File: config.mk
export PLATFORM = sky130hd
export DESIGN_NAME = irq_entry_seq
export DESIGN_NICKNAME = d
export VERILOG_FILES = /design/src/rtl/irq_entry_pkg.sv /design/src/rtl/irq_nmi_detect.sv /design/src/rtl/irq_entry_arbiter.sv /design/src/rtl/irq_entry_stepper.sv /design/src/rtl/irq_mask_flag.sv /design/src/rtl/irq_entry_seq.sv
export SDC_FILE = /design/constraint.sdc
export NUM_CORES = 1
export LEC_CHECK = 0
export BUFFER_PORTS_ARGS = -buffer_cell sky130_fd_sc_hd__buf_2
export CAP_MARGIN = 15
export CORE_AREA = 2 2 39 41
export DETAILED_ROUTE_END_ITERATION = 6
export DIE_AREA = 0 0 41 43
export GPL_ROUTABILITY_DRIVEN = 0
export PLACE_DENSITY = 0.52
export SKIP_CTS_REPAIR_TIMING = 1
export SYNTH_ARGS = -nofsm -noshare
export SYNTH_HDL_FRONTEND = slang
export SYNTH_SLANG_ARGS = --single-unit
File: constraint.sdc
create_clock -name clk -period 2 [get_ports clk]
set_input_delay 0.1 -clock clk [delete_from_list [all_inputs] [get_ports clk]]
set_output_delay 0.1 -clock clk [all_outputs]
set_load 0.005 [all_outputs]
File: src/rtl/irq_entry_pkg.sv
// Shared constants and types for the interrupt entry sequencer.
package irq_entry_pkg;

    // Length of the entry sequence in cycles and width of its index.
    localparam int unsigned SEQ_LEN = 7;
    localparam int unsigned STEP_W  = $clog2(SEQ_LEN);

    // Cycle-by-cycle meaning of the sequence; the order is the stack order.
    typedef enum logic [STEP_W-1:0] {
        ST_INT0     = STEP_W'(0),
        ST_INT1     = STEP_W'(1),
        ST_PUSH_HI  = STEP_W'(2),
        ST_PUSH_LO  = STEP_W'(3),
        ST_PUSH_PSR = STEP_W'(4),
        ST_VEC_LO   = STEP_W'(5),
        ST_VEC_HI   = STEP_W'(6)
    } entry_step_e;

    localparam entry_step_e ST_LAST = ST_VEC_HI;

    // Per-cycle control strobes towards the datapath.
    typedef struct packed {
        logic push_ret_hi;
        logic push_ret_lo;
        logic push_status;
        logic sp_dec;
        logic fetch_vec_lo;
        logic fetch_vec_hi;
    } entry_strobes_t;

endpackage

File: src/rtl/irq_nmi_detect.sv
// Non-maskable request edge latch.
// Detects a falling edge on nmi_n and holds it pending until the arbiter
// takes it. Assumes nmi_n is already synchronous to clk. With NMI_EN=0
// the input is ignored and nothing is ever pending.
module irq_nmi_detect #(
    parameter bit NMI_EN = 1'b1
) (
    input  logic clk,
    input  logic rst_n,
    input  logic nmi_n,
    input  logic take_nmi,
    output logic nmi_pend
);

    generate
        if (NMI_EN) begin : g_nmi
            logic nmi_q;
            logic pend_q;
            logic fall;

            assign fall = nmi_q & ~nmi_n;

            // Track the line; during reset copy it so a held-low line makes no edge.
            always_ff @(posedge clk) begin
                nmi_q <= nmi_n;
            end

            // Pending flag: a new edge wins over the take in the same cycle.
            always_ff @(posedge clk) begin
                if (!rst_n) begin
                    pend_q <= 1'b0;
                end else if (fall) begin
                    pend_q <= 1'b1;
                end else if (take_nmi) begin
                    pend_q <= 1'b0;
                end
            end

            assign nmi_pend = pend_q;
        end else begin : g_no_nmi
            logic unused_nmi;
            assign unused_nmi = ^{clk, rst_n, nmi_n, take_nmi};
            assign nmi_pend   = 1'b0;
        end
    endgenerate

endmodule

File: src/rtl/irq_entry_arbiter.sv
// Boundary arbiter.
// Decides, only while idle and only at an instruction boundary, whether a
// sequence starts and which source it serves. A pending non-maskable
// edge wins; a maskable request needs a low line and a clear mask.
module irq_entry_arbiter (
    input  logic busy,
    input  logic insn_end,
    input  logic irq_n,
    input  logic i_flag,
    input  logic nmi_pend,
    output logic start,
    output logic start_nmi
);

    logic at_boundary;
    logic irq_ok;

    // Acceptance decision, purely combinational.
    always_comb begin
        at_boundary = insn_end & ~busy;
        irq_ok      = ~irq_n & ~i_flag;
        start_nmi   = at_boundary & nmi_pend;
        start       = at_boundary & (nmi_pend | irq_ok);
    end

endmodule

File: src/rtl/irq_entry_stepper.sv
// Sequence stepper.
// Runs the seven-cycle entry sequence once started and decodes the
// per-cycle strobes. Assumes start is only raised while idle.
module irq_entry_stepper
    import irq_entry_pkg::*;
(
    input  logic           clk,
    input  logic           rst_n,
    input  logic           start,
    input  logic           start_nmi,
    output logic           busy,
    output entry_step_e    step,
    output logic           vec_nmi,
    output logic           set_mask,
    output entry_strobes_t strobes
);

    // Step counter, busy flag and latched vector select.
    always_ff @(posedge clk) begin
        if (!rst_n) begin
            busy    <= 1'b0;
            step    <= ST_INT0;
            vec_nmi <= 1'b0;
        end else if (start) begin
            busy    <= 1'b1;
            step    <= ST_INT0;
            vec_nmi <= start_nmi;
        end else if (busy) begin
            if (step == ST_LAST) begin
                busy <= 1'b0;
                step <= ST_INT0;
            end else begin
                step <= entry_step_e'(step + STEP_W'(1));
            end
        end
    end

    // Strobe decode for the current step; everything low while idle.
    always_comb begin
        strobes = '0;
        if (busy) begin
            unique case (step)
                ST_PUSH_HI: begin
                    strobes.push_ret_hi = 1'b1;
                    strobes.sp_dec      = 1'b1;
                end
                ST_PUSH_LO: begin
                    strobes.push_ret_lo = 1'b1;
                    strobes.sp_dec      = 1'b1;
                end
                ST_PUSH_PSR: begin
                    strobes.push_status = 1'b1;
                    strobes.sp_dec      = 1'b1;
                end
                ST_VEC_LO: strobes.fetch_vec_lo = 1'b1;
                ST_VEC_HI: strobes.fetch_vec_hi = 1'b1;
                default:   strobes = '0;
            endcase
        end
    end

    // Mask is raised at the end of the status push so the old value is stored.
    assign set_mask = busy & (step == ST_PUSH_PSR);

endmodule

File: src/rtl/irq_mask_flag.sv
// Interrupt-disable flag.
// Set by reset and by the sequence; cleared by mask-clear pulses only
// while no sequence is running.
module irq_mask_flag (
    input  logic clk,
    input  logic rst_n,
    input  logic busy,
    input  logic set_mask,
    input  logic clr_cli,
    input  logic clr_rti,
    output logic i_flag
);

    // Flag register with set priority over clear.
    always_ff @(posedge clk) begin
        if (!rst_n) begin
            i_flag <= 1'b1;
        end else if (set_mask) begin
            i_flag <= 1'b1;
        end else if (!busy && (clr_cli || clr_rti)) begin
            i_flag <= 1'b0;
        end
    end

endmodule

File: src/rtl/irq_entry_seq.sv
// Interrupt entry sequencer, top level.
// Samples the level-sensitive maskable request and the latched
// non-maskable edge at instruction boundaries, then drives a seven-cycle
// entry sequence. Assumes all inputs are synchronous to clk.
module irq_entry_seq
    import irq_entry_pkg::*;
#(
    parameter bit NMI_EN = 1'b1
) (
    input  logic              clk,
    input  logic              rst_n,
    input  logic              irq_n,
    input  logic              nmi_n,
    input  logic              insn_end,
    input  logic              mask_clr_cli,
    input  logic              mask_clr_rti,
    output logic              busy,
    output logic [STEP_W-1:0] entry_step,
    output logic              vec_nmi,
    output logic              push_ret_hi,
    output logic              push_ret_lo,
    output logic              push_status,
    output logic              sp_dec,
    output logic              fetch_vec_lo,
    output logic              fetch_vec_hi,
    output logic              i_flag
);

    logic           nmi_pend;
    logic           start;
    logic           start_nmi;
    logic           set_mask;
    entry_step_e    step_q;
    entry_strobes_t strb;

    irq_nmi_detect #(.NMI_EN(NMI_EN)) u_nmi (
        .clk      (clk),
        .rst_n    (rst_n),
        .nmi_n    (nmi_n),
        .take_nmi (start_nmi),
        .nmi_pend (nmi_pend)
    );

    irq_entry_arbiter u_arb (
        .busy      (busy),
        .insn_end  (insn_end),
        .irq_n     (irq_n),
        .i_flag    (i_flag),
        .nmi_pend  (nmi_pend),
        .start     (start),
        .start_nmi (start_nmi)
    );

    irq_entry_stepper u_step (
        .clk       (clk),
        .rst_n     (rst_n),
        .start     (start),
        .start_nmi (start_nmi),
        .busy      (busy),
        .step      (step_q),
        .vec_nmi   (vec_nmi),
        .set_mask  (set_mask),
        .strobes   (strb)
    );

    irq_mask_flag u_mask (
        .clk      (clk),
        .rst_n    (rst_n),
        .busy     (busy),
        .set_mask (set_mask),
        .clr_cli  (mask_clr_cli),
        .clr_rti  (mask_clr_rti),
        .i_flag   (i_flag)
    );

    // Flatten the step and strobes onto the ports.
    assign entry_step   = step_q;
    assign push_ret_hi  = strb.push_ret_hi;
    assign push_ret_lo  = strb.push_ret_lo;
    assign push_status  = strb.push_status;
    assign sp_dec       = strb.sp_dec;
    assign fetch_vec_lo = strb.fetch_vec_lo;
    assign fetch_vec_hi = strb.fetch_vec_hi;

endmodule

# Word level (Yosys, flattened, before mapping)
# Cells that the tools add are included.
# word_totals
register_bits,8
in_bits,7
output_inout_bits,12
wordCells,44
# op_classes
addsub,1
eq_ne,5
n_mux,13
n_bitwise,12
reduce_logical,7
# ops
op,n
$mux 1,11
$eq 3x3->1 const B,3
$and 1x1->1,6
$eq 3x2->1 const B,2
$mux 6,1
$not 1->1,5
$reduce_or 2->1,2
$add 3x1->3 const B,1
$mux 3,1
$reduce_or 3->1,1
$reduce_bool 2->1,1
$logic_and 1x1->1,1
$logic_not 1->1,1
$logic_or 1x1->1,1
$or 1x1->1,1

# Depth between registers and ports, before layout
# Gate-level depths: netlist of the first run.
# depth
ltp_word,5
depth_mapped,4
depth_no_buf,4

# Cells and area by module
# Synthesis of the first run repeated with hierarchy kept, for this count alone.
# unflattened
cells_unflattened,51
area_unflattened_um2,461.7
# by_module_without_submodules
mod,n_inst,cells_per_inst,area_each_um2,seq_area_each_um2
irq_entry_stepper,1,39,331.6,100.1
irq_nmi_detect,1,5,63.8,40.0
irq_mask_flag,1,4,40.0,20.0
irq_entry_arbiter,1,3,26.3,0.0

# Worst setup path before layout of the first run
# No wires, ideal clock.
# synth_timing
path_type,register -> output
startpoint,register u_step.step[1]
endpoint,output port sp_dec
arrival_ns,1.199
required_ns,1.900
path_slack_ns,0.701
stages_incl_launch_ff,5
n_path_buf,0
cell_sequence,dfxtp_1 > and2_2 > ha_1 > and2_1 > or3_1
# synth_between
elab_chain_cells,4
elab_cells_between_ends,6
cone_classes,eq/ne: 3; mux: 2; reduce/logical: 1
# synth_lines
element,line,source
"start, declared",irq_entry_stepper.sv:12,"output entry_step_e step,"
"start signal, assigned",irq_entry_stepper.sv:33,step <= entry_step_e'(step + STEP_W'(1));
$eq 3x2->1 / $eq 3x3->1 (equally long branches),irq_entry_stepper.sv:42,unique case (step)
$reduce_or 3->1 (no line) (*),--,
$mux 1 (*),irq_entry_stepper.sv:42,
$mux 6 (*),irq_entry_stepper.sv:41,if (busy) begin
"end, declared",irq_entry_seq.sv:23,"output logic sp_dec,"
# Mark *: on every way between the ends. The rest lies on a longest branch, timed or not.

# Worst setup path after layout of the first run
# Ends and elaborated chain as after synthesis.

==> metrics.md, run 1 <==
| Metric | Value |
|---|---|
| Layout cell share with drive strength beyond 1 | `0.373` |
| Fin crit share | `0.840` |
| First-pass GRT wire length | `1180 um` |
| Crit path DAT | `1580 ps` |
| Leak | `0.245 nW` |
| Total CTS buffers | `3` |
| Vias per cell | `4.55` |
| Routed WL | `788 um` |
| Worst-margin pin slew | `369 ps` |
| Final HPWL DP | `609 um` |
| Final antenna-violating net count | `0` |
| CP startpoint kind | `flip-flop` |
| FF-to-FF setup slack | `780 ps` |
| Worst vdd ir | `0.286 mV` |
| F_max | `0.595 GHz` |
| Synth Warn # | `0` |
| Synth Register Bits | `8` |
| Util after Layout | `0.391` |
| WL/cell | `9.49 um` |
| Worst Setup End Kind | `output port` |
| Leading area contributor after synthesis | `dfxtp_1` |
| Average cell area after synthesis | `8.81 um^2` |
| Root buffer cell | `clkbuf_4` |
| Max Cap Viol | `0` |
| GRT Resource Usage Total | `0.104` |
| Post-synthesis instance area | `405 um^2` |
| Synth area leaders | `dfxtp_1 40%, nand3b_1 5.6%, a21oi_1 4.9%` |
| Full die area | `1760 um^2` |
| Mapped Cells | `46` |
| Worst-path clk slew | `60 ps` |
| CTS Buffer Depth | `2` |
| Critical Path Fanout Max | `9` |
| Synth top area share | `0.395` |
| Ant. Diodes | `0` |
| Max Transition Viols Final | `0` |
| Final Hold Vio Count | `0` |
| H-tree levels | `1` |
| Die Wd | `41 um` |
| Min-Delay Path Class | `input pin to flip-flop` |
| Initial DRT Pass Iterations | `3` |
| Final worst slack | `320 ps` |
| Initial antenna violation count | `0` |
| Max Clock Skew | `5.35 ps` |
| Sequential share of the synthesized area | `0.395` |
| Setup Viol. Count Final | `0` |
| Cell Pwr Density | `628 nW/um^2` |
| Row Count | `14` |
| Area growth syn-to-layout | `33.3%` |
| Worst rel slew slack | `0.754` |
| Commonest non-fill, non-tap cell in the layout | `buf_2` |
| CORE AREA | `1380 um^2` |
| Drt drc | `0` |
| Vias in the first global route | `308` |
| DR vias | `378` |
| Finished Layout Cells | `83` |
| Critical Path RT | `1900 ps` |
| Largest net degree at the start of global routing | `14` |
| Post-Place Setup Slack | `584 ps` |
| TritonCTS clock tree | `yes` |
| IO buf count | `18` |
| Final TNS setup | `0 ps` |
| Commonest non-fill, non-tap cells in the layout | `18 x buf_2, 8 x dfxtp_1, 4 x nand2_1, 4 x a21oi_1` |
| Min Tclk post-route | `1680 ps` |
| Total congestion overflow | `0` |
| Initial core utilization | `0.293` |
| Clock sinks | `8` |
| Die Ht | `43 um` |
| Setup Crit Path Kind | `flip-flop to output port` |
| Final #Nets | `77` |
| DR iter-0 viols | `2` |
| Outcome | `complete, no violations` |
| Unique masters post-synth | `24` |
| Io pins | `19` |
| Dpl cells | `79` |
| Synth Net Count | `54` |
| RSZ-0062 raised after global routing | `no` |
| Clk_lat worst skew | `250 ps` |
[synth_stat cells, drive strengths merged]
| cell type | n |
|---|---|
| a21boi | 2 |
| ha | 1 |
| dfxtp | 8 |
| and2 | 2 |
| mux2i | 1 |
| nor2b | 3 |
| mux2 | 1 |
| buf | 1 |
| nor3 | 1 |
| or3 | 1 |
| nor3b | 2 |
| inv | 2 |
| nand2 | 4 |
| nor2 | 2 |
| nand3b | 3 |
| a21oi | 4 |
| nand2b | 3 |
| nand4bb | 1 |
| o31ai | 1 |
| o21ai | 2 |
| o21ba | 1 |
[kinds of logic (layout without fill, tap and decap cells)]
kind of cell | after synthesis | after routing | synth area share
AOI/OAI and AO/OA | 10 | 10 | 0.154
and+or+nand+nor | 22 | 22 | 0.330
adders and majority gates | 1 | 1 | 0.0309
buffers and inverters | 3 | 24 | 0.0370
muxes | 2 | 2 | 0.0525
DFF | 8 | 8 | 0.395
[where the power goes]
group / internal, mW / switching, mW
logic: 0.0228 / 0.0148
registers: 0.168 / 0.0113
clock network: 0.0686 / 0.0542
total: 0.259 / 0.0802
[per-layer routing]
metal  global-route usage  vias up  wire [um]
met2                0.138        9        348
met1                0.124      166        377
li1                     -      201          -
met5                    0        -          0
met4                0.120        0         22
met3               0.0157        2         39
[state kept, by name, summed over array words and instances (netlist names)]
signal	count
u_mask.i_flag	1
u_step.step	3
u_step.busy	1
u_nmi.g_nmi.nmi_q	1
u_step.vec_nmi	1
u_nmi.nmi_pend	1
[path summary, 6_finish.rpt]
path	start	endpoint	depth (start not counted)
setup / recovery	u_step.step[1]	sp_dec	5
hold / removal	rst_n	u_mask.i_flag	2
setup reg to reg	u_step.step[0]	u_step.step[2]	4
hold reg to reg	u_step.vec_nmi	u_step.vec_nmi	2
[stage by stage]
| step | hold slack [ps] | power [mW] | instance area, um^2 |
|---|---|---|---|
| floorplan | 128 | 0.204 | 405 |
| finish | 75.9 | 0.340 | 541 |
| global route | 77.4 | 0.360 | 541 |
| global placement | 220 | 0.220 | 508 |
| CTS | -39.2 | 0.345 | 531 |
| detailed placement | 223 | 0.220 | 508 |
[layout make-up]
type | instances | area, um^2
clock buffers | 3 | 22.5
fillers | 162 | 843
inverters | 2 | 7.51
multi-input cells | 35 | 230
flip-flops and latches | 8 | 160
well taps | 16 | 20.0
repair buffers | 19 | 100
[worst max-delay path: stages, from the launching register on]
cell and delay (ps):
dfxtp_1 380, and2_2 220, ha_1 160, and2_1 150, or3_1 290, buf_2 130
Note: power is estimated with default switching activity, not from simulation.
==> run 2, diff against run 1 <==
--- a/config.mk
+++ b/config.mk
@@ -5,13 +5,14 @@
 export SDC_FILE = /design/constraint.sdc
 export NUM_CORES = 1
 export LEC_CHECK = 0
+export ABC_AREA = 1
 export BUFFER_PORTS_ARGS = -buffer_cell sky130_fd_sc_hd__buf_2
 export CAP_MARGIN = 15
 export CORE_AREA = 2 2 39 41
 export DETAILED_ROUTE_END_ITERATION = 6
 export DIE_AREA = 0 0 41 43
 export GPL_ROUTABILITY_DRIVEN = 0
-export PLACE_DENSITY = 0.52
+export PLACE_DENSITY = 0.56
 export SKIP_CTS_REPAIR_TIMING = 1
 export SYNTH_ARGS = -nofsm -noshare
 export SYNTH_HDL_FRONTEND = slang
==> constraint.sdc (replaced) <==
create_clock -name clk -period 1.69 [get_ports clk]
set_input_delay 0.0845 -clock clk [delete_from_list [all_inputs] [get_ports clk]]
set_output_delay 0.0845 -clock clk [all_outputs]
set_load 0.005 [all_outputs]
==> run 2 against run 1 <==
Compared with the run above:
- clock skew fell by 2.9 ps
- synthesized cell count rose by 30%
- total power rose by 21%
- non-clock buffer count did not move
- sequential share of layout area fell by 1.7 points
- clock power rose by 16%
- critical path depth rose by 3
- via count rose by 15%
- combinational power rose by 45%
- highest routed layer unchanged
==> metrics.md, run 2 <==
| Metric | Value |
|---|---|
| TritonCTS clock tree | `yes` |
| Number of flops mapped to enable cells by yosys | `0 (unchanged)` |
| Area growth syn-to-layout | `27.5%` |
| Synth Register Bits | `8 (unchanged)` |
| Initial antenna violation count | `0 (unchanged)` |
| Worst-margin pin slew | `416 ps (+47.1 ps)` |
| RR Endpoint | `u_step.step[2]` |
| Max Cap Viol | `0 (unchanged)` |
| Synth Warn # | `0 (unchanged)` |
| F_max | `0.715 GHz` |
| M2 GR Usage | `0.175 (+0.0375)` |
| FF+latch area | `160 um^2 (unchanged)` |
| Clock power share | `0.350 (-0.012)` |
| Highest-delay cell along the critical path | `dfxtp_1` |
| Busiest layer in global routing | `met2` |
| Average cell area after synthesis | `7.51 um^2 (-15%)` |
| Buffer and inverter count on the worst path | `3 (+2)` |
| RSZ-0062 raised after global routing | `no` |
| Max Clock Skew | `2.49 ps (-2.86 ps)` |
| P_int | `0.305 mW (+18%)` |
| Synth area leaders | `dfxtp_1 36%, nand2_1 8.3%, nand3_4 7.8%` |
| Clock sinks | `8 (unchanged)` |
| Die Ht | `43 um (unchanged)` |
| Synth top area share | `0.356 (-0.0395)` |
| Ys flop type | `dfxtp_1` |
| CORE AREA | `1380 um^2 (unchanged)` |
| CP cell instances | `nand2_1 -> inv_1 -> ha_1 -> nand2_1 -> inv_1 -> nor2_1 -> nand2_1 -> buf_2` |
| IO buf count | `18 (unchanged)` |
| Leak | `0.296 nW (+21%)` |
| Post-synth top cells | `10 x nand2_1, 8 x dfxtp_1, 8 x inv_1` |
| Sw frac | `0.256 (+0.0201)` |
| Hold_ws | `61.6 ps (-14.3 ps)` |
| Final antenna-violating net count | `0 (unchanged)` |
| CTS Buffer Depth | `2 (unchanged)` |
| Min-delay src | `rst_n` |
| R2R cell count | `6 (+2)` |
| Drt drc | `0 (unchanged)` |
| Crit path DAT | `1310 ps (-270 ps)` |
| Setup Viol. Count Final | `0 (unchanged)` |
| Critical Path RT | `1610 ps (-290 ps)` |
| Total congestion overflow | `0 (unchanged)` |
| Root buffer cell | `clkbuf_4` |
| Vias per cell | `4.52 (-0.73%)` |
| DR vias | `434 (+15%)` |
| Top delay family on crit path | `flip-flops` |
| Util after Layout | `0.415 (+0.0244)` |
| Fraction of registers with async set/reset | `0 (unchanged)` |
| Mapped Cells | `60 (+30%)` |
| Peak per-stage delay on the critical path | `480 ps (+100 ps)` |
| Setup Crit Path Kind | `flip-flop to output port` |
| Count leader, synth | `nand2_1` |
| Max Transition Viols Final | `0 (unchanged)` |
| Min Tclk post-route | `1400 ps` |
| Gate power share | `0.133 (+0.022)` |
| Vias in the first global route | `351 (+14%)` |
| Min-Delay Path Class | `input pin to flip-flop` |
| Sequential share of the synthesized area | `0.356 (-0.0395)` |
| CP startpoint kind | `flip-flop` |
| DR iter-0 viols | `6 (+4)` |
| Layout cell share with drive strength beyond 1 | `0.400 (+0.0269)` |
| Hold worst-path end | `u_mask.i_flag` |
| Post-synthesis instance area | `450 um^2 (+11%)` |
| Synth Net Count | `68 (+26%)` |
| Worst vdd ir | `0.364 mV (+27%)` |
| GRT Resource Usage Total | `0.116 (+0.0123)` |
| Unique masters post-synth | `21 (-13%)` |
| Met1 Usage GRT | `0.144 (+0.0205)` |
| Final #Nets | `90 (+17%)` |
| Commonest non-fill, non-tap cells in the layout | `18 x buf_2, 10 x nand2_1, 8 x inv_1, 8 x dfxtp_1, 6 x nor2_1` |
| Ant. Diodes | `0 (unchanged)` |
| Row Count | `14 (unchanged)` |
| Routed WL | `882 um (+12%)` |
| Leading area contributor after synthesis | `dfxtp_1` |
| Io pins | `19 (unchanged)` |
| Initial core utilization | `0.325 (+0.0325)` |
| Largest register by flop count | `u_step.step` |
| Sw Pwr | `0.105 mW (+31%)` |
| H-tree levels | `1 (unchanged)` |
| Fin crit share | `0.827` |
| WHS Path Cells | `2 (unchanged)` |
| First-pass GRT wire length | `1370 um (+16%)` |
| Full die area | `1760 um^2 (unchanged)` |
| Worst-path clk slew | `50 ps (about the same)` |
| Clk_lat worst skew | `250 ps (about the same)` |
| Final TNS setup | `0 ps (unchanged)` |
| M3 GR Usage | `0.0314 (+0.0157)` |
| Initial DRT Pass Iterations | `4 (+1)` |
| Cell Pwr Density | `714 nW/um^2 (+14%)` |
| Critical Path Fanout Max | `9 (unchanged)` |
| Commonest non-fill, non-tap cell in the layout | `buf_2` |
| Outcome | `complete, no violations` |
| FF-to-FF setup slack | `540 ps (-240 ps)` |
| Worst rel slew slack | `0.723 (-0.0314)` |
| Worst path most repeated cell | `nand2_1` |
| Largest net degree at the start of global routing | `12 (-2)` |
| Die Wd | `41 um (unchanged)` |
| Sequential Power Share | `0.517 (-0.011)` |
| Filler cells | `155 (-4.3%)` |
| Critical R2R Launch | `u_step.step[1]` |
| Total CTS buffers | `3 (unchanged)` |
| Final HPWL DP | `722 um (+19%)` |
| WL/cell | `9.19 um (-3.2%)` |
| Worst Setup End Kind | `output port` |
| Final Hold Vio Count | `0 (unchanged)` |
| Largest register FFs | `3 (unchanged)` |
| Multi-input gate area | `228 um^2 (-1.1%)` |
==> run 2: cell count changes after synthesis, moves of 3 or more <==
cell,change
nand2b_1,-3
inv_1,+7
nand3b_1,-3
nand2_1,+6
nor2_1,+4
nand3_1,+3
nor2b_1,-3
==> run 2: cell families after synthesis <==
family	count (synthesis)	share of synthesized area
flops	8	0.356
simple gates	28	0.358
compound gates	10	0.119
fa+ha+maj	1	0.0278
buf+inv	13	0.139
==> run 2: worst max-delay path by stage <==
| stage | from | end | slack [ps] | cells after the start |
|---|---|---|---|---|
| after global placement | u_step.step[2] | sp_dec | 570 | 7 |
| after floorplan | u_step.step[1] | u_step.step[2] | 600 | 7 |
| after global routing | u_step.step[2] | sp_dec | 140 | 7 |
| after CTS | u_step.step[2] | sp_dec | 280 | 7 |
| after detailed placement | u_step.step[1] | u_step.step[2] | 560 | 6 |
| final | u_step.step[1] | sp_dec | 290 | 8 |
==> run 2: power groups by stage <==
stage	Sequential, mW	Combinational, mW	Clock (mW)
5_1_grt	0.213	0.0632	0.168
2_1_floorplan	0.210	0.0413	0
3_5_place_dp	0.216	0.0541	0
4_1_cts	0.212	0.0542	0.157
3_3_place_gp	0.216	0.0537	0
6_report	0.212	0.0546	0.143
==> run 2: metal layers <==
layer	up-vias	part of all wire
li1	234	-
met1	185	0.45
met2	13	0.47
met3	2	0.066
met4	0	0.022
met5	-	0
==> run 2: layout make-up <==
class | instances | area share
multi-input cells | 39 | 0.397
repair buffers | 19 | 0.174
flip-flops and latches | 8 | 0.279
clock buffers | 3 | 0.0392
well taps | 16 | 0.0349
inverters | 11 | 0.0763
==> run 2: through the flow <==
step	total power, mW	setup WS, ps	area [um^2]	cells
3_3_place_gp	0.270	566	542	92
5_1_grt	0.444	143	574	96
4_1_cts	0.422	277	564	95
3_5_place_dp	0.270	556	542	92
2_1_floorplan	0.252	601	450	60
6_report	0.410	292	574	96
==> run 3, diff against run 2 <==
==> constraint.sdc (replaced) <==
create_clock -name clk -period 1.4 [get_ports clk]
set_input_delay 0.07 -clock clk [delete_from_list [all_inputs] [get_ports clk]]
set_output_delay 0.07 -clock clk [all_outputs]
set_load 0.005 [all_outputs]
==> run 3 against run 2 <==
Compared with the run above:
- wire length is 0.11% higher
- register-to-register slack got worse by 180 ps
- utilization increased by 2.8 points
- critical path depth unchanged
- worst hold slack lost 9.7 ps
- sequential power up 17%
- cell area rose by 6.8%
- first-iteration DRC count is 100% lower
- cell count increased by 4.2%
==> metrics.md, run 3 (synthesized netlist as in run 2, its figures left out) <==
| Metric | Value |
|---|---|
| Initial DRT Pass Iterations | `1 (-3)` |
| Final Hold Vio Count | `0 (unchanged)` |
| Worst path most repeated cell | `nand2_1` |
| Area growth syn-to-layout | `36.1%` |
| Setup Crit Path Kind | `flip-flop to output port` |
| FF-to-FF setup slack | `360 ps (-180 ps)` |
| Worst rel slew slack | `0.879 (+0.156)` |
| DR vias | `447 (+3.0%)` |
| Critical Path Fanout Max | `7 (-2)` |
| Max Transition Viols Final | `0 (unchanged)` |
| Final antenna-violating net count | `0 (unchanged)` |
| Hold worst-path end | `u_mask.i_flag` |
| Die Ht | `43 um (unchanged)` |
| Final HPWL DP | `710 um (-1.7%)` |
| GRT Resource Usage Total | `0.113 (-0.00326)` |
| Row Count | `14 (unchanged)` |
| Layout cell share with drive strength beyond 1 | `0.488 (+0.0881)` |
| Top delay family on crit path | `flip-flops` |
| Outcome | `complete, no violations` |
| Critical path depth | `8 (unchanged)` |
| Sw frac | `0.258 (+0.00190)` |
| Min-delay src | `rst_n` |
| Post-DP Area | `557 um^2 (+2.8%)` |
| CP cell instances | `nand2_1 -> inv_1 -> ha_1 -> nand2_1 -> inv_2 -> nor2_2 -> nand2_1 -> buf_2` |
| Clock power share | `0.348 (-0.002)` |
| Initial antenna violation count | `0 (unchanged)` |
| Worst Setup End Kind | `output port` |
| Sw Pwr | `0.130 mW (+24%)` |
| TritonCTS clock tree | `yes` |
| F_max | `0.783 GHz` |
| Final #Nets | `94 (+4.4%)` |
| IO buf count | `18 (unchanged)` |
| Commonest non-fill, non-tap cell in the layout | `buf_2` |
| Vias in the first global route | `353 (+0.57%)` |
| Buffer and inverter count on the worst path | `3 (unchanged)` |
| RR Endpoint | `u_step.step[2]` |
| Critical R2R Launch | `u_step.step[1]` |
| Total CTS buffers | `3 (unchanged)` |
| Highest-delay cell along the critical path | `dfxtp_4` |
| Critical Path RT | `1330 ps (-280 ps)` |
| Final TNS setup | `0 ps (unchanged)` |
| RSZ-0062 raised after global routing | `no` |
| Worst vdd ir | `0.533 mV (+47%)` |
| Design area | `613 um^2 (+6.8%)` |
| Drt drc | `0 (unchanged)` |
| Total congestion overflow | `0 (unchanged)` |
| Fin crit share | `0.913` |
| CTS Buffer Depth | `2 (unchanged)` |
| Largest register by flop count | `u_step.step` |
| R2R cell count | `6 (unchanged)` |
| Largest register FFs | `3 (unchanged)` |
| Power, Total | `0.503 mW (+23%)` |
| Leak | `0.318 nW (+7.3%)` |
| Max Cap Viol | `0 (unchanged)` |
| Full die area | `1760 um^2 (unchanged)` |
| Largest net degree at the start of global routing | `10 (-2)` |
| Max Clock Skew | `2.24 ps (-0.253 ps)` |
| P_int | `0.373 mW (+22%)` |
| Die Wd | `41 um (unchanged)` |
| Cell Pwr Density | `820 nW/um^2 (+15%)` |
| WL/cell | `8.83 um (-3.9%)` |
| H-tree levels | `1 (unchanged)` |
| Io pins | `19 (unchanged)` |
| Vias per cell | `4.47 (-1.1%)` |
| Min Tclk post-route | `1280 ps` |
| DR iter-0 viols | `0 (-6)` |
| CORE AREA | `1380 um^2 (unchanged)` |
| First-pass GRT wire length | `1350 um (-1.0%)` |
| Sequential Power Share | `0.492 (-0.025)` |
| Crit path DAT | `1210 ps (-100 ps)` |
| Min-Delay Path Class | `input pin to flip-flop` |
| Root buffer cell | `clkbuf_4` |
| Filler cells | `150 (-3.2%)` |
| Hold_ws | `51.9 ps (-9.72 ps)` |
| Worst-path clk slew | `60 ps (about the same)` |
| Setup Viol. Count Final | `0 (unchanged)` |
| Gate power share | `0.160 (+0.027)` |
| Routed WL | `883 um (+0.11%)` |
| Initial core utilization | `0.325 (unchanged)` |
| Commonest non-fill, non-tap cells in the layout | `18 x buf_2, 10 x nand2_1, 7 x inv_1` |
| CP startpoint kind | `flip-flop` |
| WHS Path Cells | `2 (unchanged)` |
| Worst-margin pin slew | `181 ps (-235 ps)` |
| Clk_lat worst skew | `250 ps (about the same)` |
| Peak per-stage delay on the critical path | `360 ps (-120 ps)` |
| Clock sinks | `8 (unchanged)` |
| Ant. Diodes | `0 (unchanged)` |
[run 3: stage by stage]
step	util	cells	worst slack (ps)
after floorplan	-	60	311
after global placement	0.402	94	255
after detailed placement	0.402	94	239
after CTS	0.419	97	3.47
after global routing	0.443	100	11.6
final	0.443	100	122
[run 3: worst reg2reg max path, stage by stage (launching register included)]
cell	delay [ps]
dfxtp_4	360
nand2_1	60
inv_1	40
ha_1	270
inv_1	60
nand3_1	80
a21oi_2	110
[run 3: per-layer routing]
layer,vias up,share of wire,track usage
li1,239,-,-
met1,195,0.47,0.147
met2,11,0.47,0.163
met3,2,0.046,0.0157
met4,0,0.0057,0.0800
met5,-,0,0
[run 3: how the worst max path moves through the flow]
stage / end / from / slack [ps]
CTS: sp_dec / u_step.step[1] / 3
floorplan: u_step.step[2] / u_step.step[1] / 310
finish: sp_dec / u_step.step[1] / 120
global placement: u_step.step[2] / u_step.step[1] / 260
detailed placement: u_step.step[2] / u_step.step[1] / 240
global route: sp_dec / u_step.step[1] / 10
[run 3: area by class of cell]
class | instances | area [um^2] | area share
Inverter | 11 | 43.8 | 0.0714
Multi-Input combinational cell | 39 | 230 | 0.376
Clock buffer | 3 | 22.5 | 0.0367
Tap cell | 16 | 20.0 | 0.0327
Sequential cell | 8 | 166 | 0.271
Timing Repair Buffer | 23 | 130 | 0.212
[run 3: power by group through the flow]
stage | logic, mW | registers, mW | clock network, mW
floorplan | 0.0498 | 0.254 | 0
global placement | 0.0782 | 0.254 | 0
detailed placement | 0.0779 | 0.254 | 0
CTS | 0.0781 | 0.249 | 0.185
global route | 0.0901 | 0.249 | 0.197
finish | 0.0804 | 0.247 | 0.175
